==> src/rtl/zs_pkg.sv <==
package zs_pkg;
  typedef enum logic [1:0] {
    ST_IDLE  = 2'd0,
    ST_CHECK = 2'd1,
    ST_SCAN  = 2'd2
  } zs_state_e;
endpackage

==> src/rtl/zs_snapshot.sv <==
module zs_snapshot #(
  parameter int NCH = 32,
  parameter int TW  = 5
) (
  input  logic              clk,
  input  logic              rst_n,
  input  logic              take,
  input  logic [NCH-1:0]    ch_valid,
  input  logic [NCH*TW-1:0] ch_time,
  output logic [NCH-1:0]    snap_valid,
  output logic [NCH*TW-1:0] snap_time
);
  logic [NCH-1:0]    valid_q;
  logic [NCH*TW-1:0] time_q;

  always_ff @(posedge clk or negedge rst_n) begin
    if (!rst_n) begin
      valid_q <= '0;
      time_q  <= '0;
    end else if (take) begin
      valid_q <= ch_valid;
      time_q  <= ch_time;
    end
  end

  assign snap_valid = valid_q;
  assign snap_time  = time_q;
endmodule

==> src/rtl/zs_admit.sv <==
module zs_admit #(
  parameter int NCH = 32,
  parameter int SPW = 8
) (
  input  logic [NCH-1:0] snap_valid,
  input  logic [SPW-1:0] fifo_space,
  output logic           fits
);
  localparam int CW = $clog2(NCH + 1);

  logic [CW-1:0]  hit_cnt;
  logic [SPW-1:0] rec_len;

  always_comb begin
    hit_cnt = '0;
    for (int i = 0; i < NCH; i++) begin
      hit_cnt = hit_cnt + CW'(snap_valid[i]);
    end
  end

  assign rec_len = SPW'(hit_cnt) + SPW'(1);
  assign fits    = (fifo_space >= rec_len);
endmodule

==> src/rtl/zs_ctrl.sv <==
module zs_ctrl
  import zs_pkg::*;
#(
  parameter int NCH = 32,
  localparam int IW = $clog2(NCH)
) (
  input  logic          clk,
  input  logic          rst_n,
  input  logic          frame,
  input  logic          fits,
  output logic          take,
  output zs_state_e     st,
  output logic [IW-1:0] idx,
  output logic          lost
);
  localparam logic [IW-1:0] LAST = IW'(NCH - 1);

  zs_state_e     st_q, st_n;
  logic [IW-1:0] idx_q, idx_n;
  logic          idx_en;
  logic          lost_q, lost_n;

  always_comb begin
    st_n   = st_q;
    idx_n  = idx_q;
    lost_n = lost_q;
    take   = 1'b0;
    unique case (st_q)
      ST_IDLE: begin
        if (frame) begin
          take = 1'b1;
          st_n = ST_CHECK;
        end
      end
      ST_CHECK: begin
        idx_n = '0;
        if (fits) begin
          st_n = ST_SCAN;
        end else begin
          st_n   = ST_IDLE;
          lost_n = 1'b1;
        end
      end
      ST_SCAN: begin
        if (idx_q == LAST) begin
          st_n = ST_IDLE;
        end else begin
          idx_n = idx_q + IW'(1);
        end
      end
      default: st_n = ST_IDLE;
    endcase
    if (st_q != ST_IDLE && frame) begin
      lost_n = 1'b1;
    end
  end

  assign idx_en = (st_q != ST_IDLE);

  always_ff @(posedge clk or negedge rst_n) begin
    if (!rst_n) begin
      st_q   <= ST_IDLE;
      lost_q <= 1'b0;
    end else begin
      st_q   <= st_n;
      lost_q <= lost_n;
    end
  end

  always_ff @(posedge clk or negedge rst_n) begin
    if (!rst_n) begin
      idx_q <= '0;
    end else if (idx_en) begin
      idx_q <= idx_n;
    end
  end

  assign st   = st_q;
  assign idx  = idx_q;
  assign lost = lost_q;

  assert_idx_step_R4: assert property (@(posedge clk) disable iff (!rst_n)
    (st_q == ST_SCAN && idx_q != LAST) |=> (st_q == ST_SCAN && idx_q == $past(idx_q) + IW'(1)));

  assert_lost_sticky_R7: assert property (@(posedge clk) disable iff (!rst_n)
    lost_q |=> lost_q);

  assert_busy_frame_R7: assert property (@(posedge clk) disable iff (!rst_n)
    (st_q != ST_IDLE && frame) |=> lost_q);
endmodule

==> src/rtl/zs_emit.sv <==
module zs_emit
  import zs_pkg::*;
#(
  parameter int NCH = 32,
  parameter int TW  = 5,
  parameter int DW  = 32,
  localparam int IW = $clog2(NCH)
) (
  input  zs_state_e         st,
  input  logic [IW-1:0]     idx,
  input  logic              fits,
  input  logic [NCH-1:0]    snap_valid,
  input  logic [NCH*TW-1:0] snap_time,
  output logic              wr,
  output logic [DW-1:0]     wdata
);
  always_comb begin
    wr    = 1'b0;
    wdata = '0;
    if (st == ST_CHECK) begin
      wr    = fits;
      wdata = DW'(snap_valid);
    end else if (st == ST_SCAN) begin
      wr    = snap_valid[idx];
      wdata = DW'(snap_time[idx*TW +: TW]);
    end
  end
endmodule

==> src/rtl/zs_packer.sv <==
module zs_packer
  import zs_pkg::*;
#(
  parameter int NCH = 32,
  parameter int TW  = 5,
  parameter int DW  = 32,
  parameter int SPW = 8
) (
  input  logic              clk,
  input  logic              rst_n,
  input  logic              frame,
  input  logic [NCH-1:0]    ch_valid,
  input  logic [NCH*TW-1:0] ch_time,
  input  logic [SPW-1:0]    fifo_space,
  output logic              fifo_wr,
  output logic [DW-1:0]     fifo_wdata,
  output logic              busy,
  output logic              lost
);
  localparam int IW = $clog2(NCH);

  logic [1:0]        rst_sync;
  logic              rst_int_n;
  logic              take;
  logic              fits;
  zs_state_e         st;
  logic [IW-1:0]     idx;
  logic [NCH-1:0]    snap_valid;
  logic [NCH*TW-1:0] snap_time;

  always_ff @(posedge clk or negedge rst_n) begin
    if (!rst_n) begin
      rst_sync <= 2'b00;
    end else begin
      rst_sync <= {rst_sync[0], 1'b1};
    end
  end
  assign rst_int_n = rst_sync[1];

  zs_snapshot #(.NCH(NCH), .TW(TW)) snap_i (
    .clk(clk), .rst_n(rst_int_n), .take(take),
    .ch_valid(ch_valid), .ch_time(ch_time),
    .snap_valid(snap_valid), .snap_time(snap_time)
  );

  zs_admit #(.NCH(NCH), .SPW(SPW)) admit_i (
    .snap_valid(snap_valid), .fifo_space(fifo_space), .fits(fits)
  );

  zs_ctrl #(.NCH(NCH)) ctrl_i (
    .clk(clk), .rst_n(rst_int_n), .frame(frame), .fits(fits),
    .take(take), .st(st), .idx(idx), .lost(lost)
  );

  zs_emit #(.NCH(NCH), .TW(TW), .DW(DW)) emit_i (
    .st(st), .idx(idx), .fits(fits),
    .snap_valid(snap_valid), .snap_time(snap_time),
    .wr(fifo_wr), .wdata(fifo_wdata)
  );

  assign busy = (st != ST_IDLE);

  // Word counter for the current record, used only by the checks below
  logic [SPW-1:0] chk_cnt;
  always_ff @(posedge clk or negedge rst_int_n) begin
    if (!rst_int_n) begin
      chk_cnt <= '0;
    end else if (take) begin
      chk_cnt <= '0;
    end else if (fifo_wr) begin
      chk_cnt <= chk_cnt + SPW'(1);
    end
  end

  assert_wr_busy_R3: assert property (@(posedge clk) disable iff (!rst_int_n)
    fifo_wr |-> busy);

  assert_snap_hold_R7: assert property (@(posedge clk) disable iff (!rst_int_n)
    (busy && frame) |=> $stable(snap_valid));

  assert_whole_record_R6: assert property (@(posedge clk) disable iff (!rst_int_n)
    $fell(busy) |-> (chk_cnt == '0 || int'(chk_cnt) == 1 + $countones(snap_valid)));
endmodule

==> config.mk <==
export PLATFORM = sky130hd
export DESIGN_NAME = zs_packer
export DESIGN_NICKNAME = d
export VERILOG_FILES = /design/src/rtl/zs_pkg.sv /design/src/rtl/zs_snapshot.sv /design/src/rtl/zs_admit.sv /design/src/rtl/zs_ctrl.sv /design/src/rtl/zs_emit.sv /design/src/rtl/zs_packer.sv
export SDC_FILE = /design/constraint.sdc
export NUM_CORES = 1
export LEC_CHECK = 0
export BUFFER_PORTS_ARGS = -buffer_cell sky130_fd_sc_hd__buf_2
export CAP_MARGIN = 10
export CORE_ASPECT_RATIO = 1.4
export CORE_UTILIZATION = 56
export CTS_BUF_LIST = sky130_fd_sc_hd__clkbuf_4
export CTS_CLUSTER_DIAMETER = 30
export DETAILED_ROUTE_END_ITERATION = 7
export GPL_TIMING_DRIVEN = 0
export PLACE_DENSITY = 0.83
export SYNTH_ARGS = -nofsm -noshare
export SYNTH_HDL_FRONTEND = slang
export SYNTH_SLANG_ARGS = --single-unit
==> constraint.sdc <==
create_clock -name clk -period 7.6 [get_ports clk]
set_input_delay 0.76 -clock clk [delete_from_list [all_inputs] [get_ports clk]]
set_output_delay 0.76 -clock clk [all_outputs]
set_load 0.005 [all_outputs]
==> results by stage <==
Outcome:
- The flow ran to the end, but the final reports show violations.
- The final reports fail on design-rule violations, negative setup slack.

GRT:
- The initial antenna violation count is 8.
- The wire length of the first global-routing pass is 42,200 um.
- The via count of the first global-routing pass was around 8,200.
- The remaining global-route overflow is 0.
- Entering global routing, the biggest net connects between 70 and 80 pins.
- Across every metal layer, demand over resource in global routing totals 30.7%.

Place:
- The placement-stage cell area is around 12,000 um2.
- After legalization and detailed placement, the total HPWL measured a little over 20,000 um.
- Routability-driven placement finished with a final weighted congestion of about 0.86.
- In this run the tool buffered the top-level ports with 237 buffer cells.
- The cell count after placement is ~1,200.

Detailed routing:
- The vias after detailed routing is between 7,000 and 8,000.
- The vias per cell is between 5 and 6.
- After the first detailed-routing iteration, the DRC count stood at ~430.
- After detailed routing, the number of remaining DRC violations is 2.
- The wire length per cell after detailed routing is around 21 um.
- Summed over all layers, the routed wires come to 27,700 um.
- After detailed routing, the wire length on met1 is just under 10,000 um.
- The met2 routed wirelength is approximately 15,000 um.
- In this run the top signal layer used is met4.
- The amount of wire on met3 after detailed routing is about 1700 um.
- The remaining antenna violation count is 0.
- The count of TritonRoute iterations in the first routing pass is 7.

Clock tree:
- TritonCTS built the clock tree.
- Counting along the longest clock path gives a buffer depth of 3.
- The clock insertion delay at the later pin of the skew report is approximately 0.65 ns.
- The buffer cell driving the clock tree root is clkbuf_4.
- The H-tree was split into 2 levels.
- The clock slew seen by the registers of the worst setup and hold paths is around 0.07 ns.
- The number of clock buffers added by TritonCTS is 51.
- The total clock sinks is 202.

Floorplanning:
- The floorplan step set the die width to between 100 and 150 um.
- The initial utilization of the core area, before any placement, comes to 56.9%.
- In this run the standard cell core region covers ~18,000 um2.
- roughly 240 I/O pins were placed.
- The die covers roughly 19,000 um2.
- The floorplan has between 50 and 60 rows.
- The floorplan die height is 162 um.

Logic synthesis:
- Summing the areas of all and, or, nand and nor instances in the mapped netlist gives under 10% of the synthesized area.
- The synthesized netlist devotes 5.40% of its cell area to compound gates.
- The unique cell type count in the Yosys netlist is 38.
- In this run, synthesis produced a sequential element count of ~200.
- The summed instance area of the synthesized netlist is roughly 10,000 um2.
- The mux cell area share after synthesis is slightly below 30%.
- In the post-synthesis netlist, the biggest area contributors are dfrtp_1 50%, mux2_2 19%, mux4_2 11%.
- The sequential element share of the synthesized area is around 50%.
- Of the total synthesized cell area, the portion taken by full adders, half adders and majority gates is about 6.9%.
- The largest area contributor in the netlist is dfrtp_1.
- The proportion of netlist area held by the largest area contributor is 49.6%.
- The synthesized area per cell is between 10 and 15 um2.
- For this run, the number of Yosys warnings is 0.
- The fraction of registers with async set or reset after synthesis is 100%.
- The number of enable-type register cells in the synthesized netlist is 0.
- The largest family of logic cells by synthesized area is multiplexers.
- In the synthesized netlist, the number of instances is roughly 740.
- The post-synthesis share of cell area spent on xor and xnor gates is less than 1%.
- The most used flip-flop cell after synthesis is dfrtp_1.

Timing:
- The final hold violation count is 0.
- Setup repair after global routing could not meet its margin everywhere.
- The final setup violation count is 1.
- The worst-case hold slack is roughly 0.18 ns.
- Counting I/O delays and the setup requirement, the final critical path takes slightly below 8 ns.
- The achievable frequency is roughly 130 MHz.
- Of the available clock period, the critical path in the final layout requires 102%.
- In the post-route analysis, the smallest setup slack over all paths is -0.121 ns.
- Clock skew on the completed layout was measured at approximately 0.017 ns.
- For the pin with the worst max-slew slack, the measured transition is between 0.7 and 0.8 ns.
- The final max-slew violation count is 0.
- The final-layout setup total negative slack is -0.121 ns.
- The worst slew margin relative to its limit is between 50% and 60%.

Hold path:
- The tightest min-delay check is of the reg -> async type.

Critical path:
- The element type at the critical path end is an output pin.
- For this design, the slowest cell found on the critical path is fa_1.
- The worst path required time is about 7 ns.
- The most repeated library cell on the critical path is fa_1.
- In this run the worst path has a maximum fanout of 2.
- The worst reg2reg path depth is 22.
- The capture point of the worst reg-to-reg path is ctrl_i.lost$_DFFE_PN0P_.
- The path type of the worst setup path is reg -> out.
- Walking the worst path, the cells encountered are ha_1 -> inv_2 -> fa_1 -> fa_1 -> fa_1 -> fa_1 -> fa_1 -> fa_1 -> fa_2 -> fa_2 -> inv_2 -> a21o_1 -> a21oi_2 -> xnor2_2 -> o32a_1 -> ha_1 -> a21o_1 -> a211oi_2 -> o21a_1 -> o21ai_2 -> buf_2.
- The largest single stage delay on the critical path is between 0.5 and 0.6 ns.
- The signal arrival time at the worst endpoint is 6.96 ns.
- The register-to-register setup slack is between 0.9 and 1 ns.
- The reg-to-reg startpoint is snap_i.snap_valid[1]$_DFFE_PN0P_.
- The startpoint type of the worst setup path is a flip-flop.

Cells and area:
- The post-route cell area is between 10,000 and 15,000 um2.
- The layout overhead on the synthesized area is 23.3%.
- Leaving out filler cells and counting taps, the final layout contains roughly 1,300.
- Of the cells placed in the final design, the portion with a size suffix greater than 1 is 54.4%.
- At the end of the flow, the number of nets in the layout was 1,295.

Job:
- The count of max-cap constraint violations is 0.
[cells in the final DEF, fill, tap and decap left out, types with 21 or more instances in the layout]
cell type	n
clkbuf_4	67
nand2_1	34
fa_1	21
o21ai_0	26
nor2_1	26
buf_2	263
a22oi_1	26
mux2_2	170
inv_1	57
dfrtp_1	201
mux4_2	48
[synthesized netlist by cell type (2+ instances only)]
cell,count
nor2_1,26
o21ai_0,27
buf_2,26
a211o_1,2
mux4_2,48
inv_1,59
nand3_1,3
buf_4,3
nand2b_1,2
nor2b_1,2
a22oi_1,26
xnor2_1,4
and3_1,10
nand2_1,34
nor3_1,3
a21oi_1,15
a21boi_1,2
buf_6,2
a21o_1,4
nand4b_1,2
ha_1,18
o21ai_1,4
dfrtp_1,202
xor2_1,2
mux2_2,170
fa_1,24
clkbuf_1,13
[layer usage]
layer / vias to the layer above / global-route usage, %
li1: 3297 / -
met1: 3780 / 33.6
met2: 320 / 54.0
met3: 81 / 6.79
met4: 0 / 17.5
met5: - / 0
[flip-flops by register name (all words and copies together), names as in the netlist]
register and flops:
ctrl_i.lost 1, snap_i.snap_valid 32, ctrl_i.st 2, ctrl_i.idx 5, snap_i.snap_time 160, rst_sync 2
[cells by family (layout without fill, tap and decap cells)]
group | after synthesis | in the layout
multiplexers | 218 | 218
buffers and inverters | 105 | 440
AO/OA/AOI/OAI | 87 | 87
AND/OR/NAND/NOR | 83 | 83
adder cells (fa/ha/maj) | 42 | 42
flip-flops | 202 | 202
XOR/XNOR | 6 | 6
other | 1 | 9
[layout make-up]
type                            count  area, um2
Antenna cell                        7       17.5
Buffer                             46        243
Clock buffer                       67        503
Clock inverter                     16        143
Fill cell                        1294       5360
Inverter                           59        221
Multi-Input combinational cell    438       4720
Sequential cell                   202       5060
Tap cell                          240        300
Timing Repair Buffer              252       1360
[critical path, delay by kind of cell, from the launching register on]
| kind | cells | cell delay [ns] |
|---|---|---|
| compound gates | 7 | 1.19 |
| fa+ha+maj | 10 | 4.34 |
| flops | 1 | 0.39 |
| buf+inv | 3 | 0.24 |
| xor+xnor | 1 | 0.16 |
[worst max path at each step]
stage	cells after the start	endpoint	startpoint
2_1_floorplan	20	fifo_wr	snap_i.snap_valid[0]$_DFFE_PN0P_
3_3_place_gp	0	snap_i.snap_time[149]$_DFFE_PN0P_	rst_sync[1]$_DFF_PN0_
3_5_place_dp	19	fifo_wr	snap_i.snap_valid[0]$_DFFE_PN0P_
4_1_cts	21	fifo_wr	snap_i.snap_valid[0]$_DFFE_PN0P_
5_1_grt	21	fifo_wr	snap_i.snap_valid[1]$_DFFE_PN0P_
6_report	21	fifo_wr	snap_i.snap_valid[1]$_DFFE_PN0P_
[through the flow]
| step | utilization [%] | setup slack, ns |
|---|---|---|
| final | 70.1 | -0.121 |
| after global routing | 70.1 | -0.312 |
| after detailed placement | 65.7 | 0.315 |
| after CTS | 69.8 | -0.0951 |
| after global placement | 65.2 | -0.635 |
| after floorplan | - | 0.859 |
[timing repair]
action | in CTS | in global routing
setup endpoints to repair | 1 | 1
resized for setup | 9 | 3
endpoints found under the hold margin | 2 | 0
hold buffers | 1 | 0
pin swaps | 18 | 11
buffers inserted | 6 | 5
Power is not shown: default switching activity piles up to over one toggle a cycle in this logic, so the estimate is an artifact.
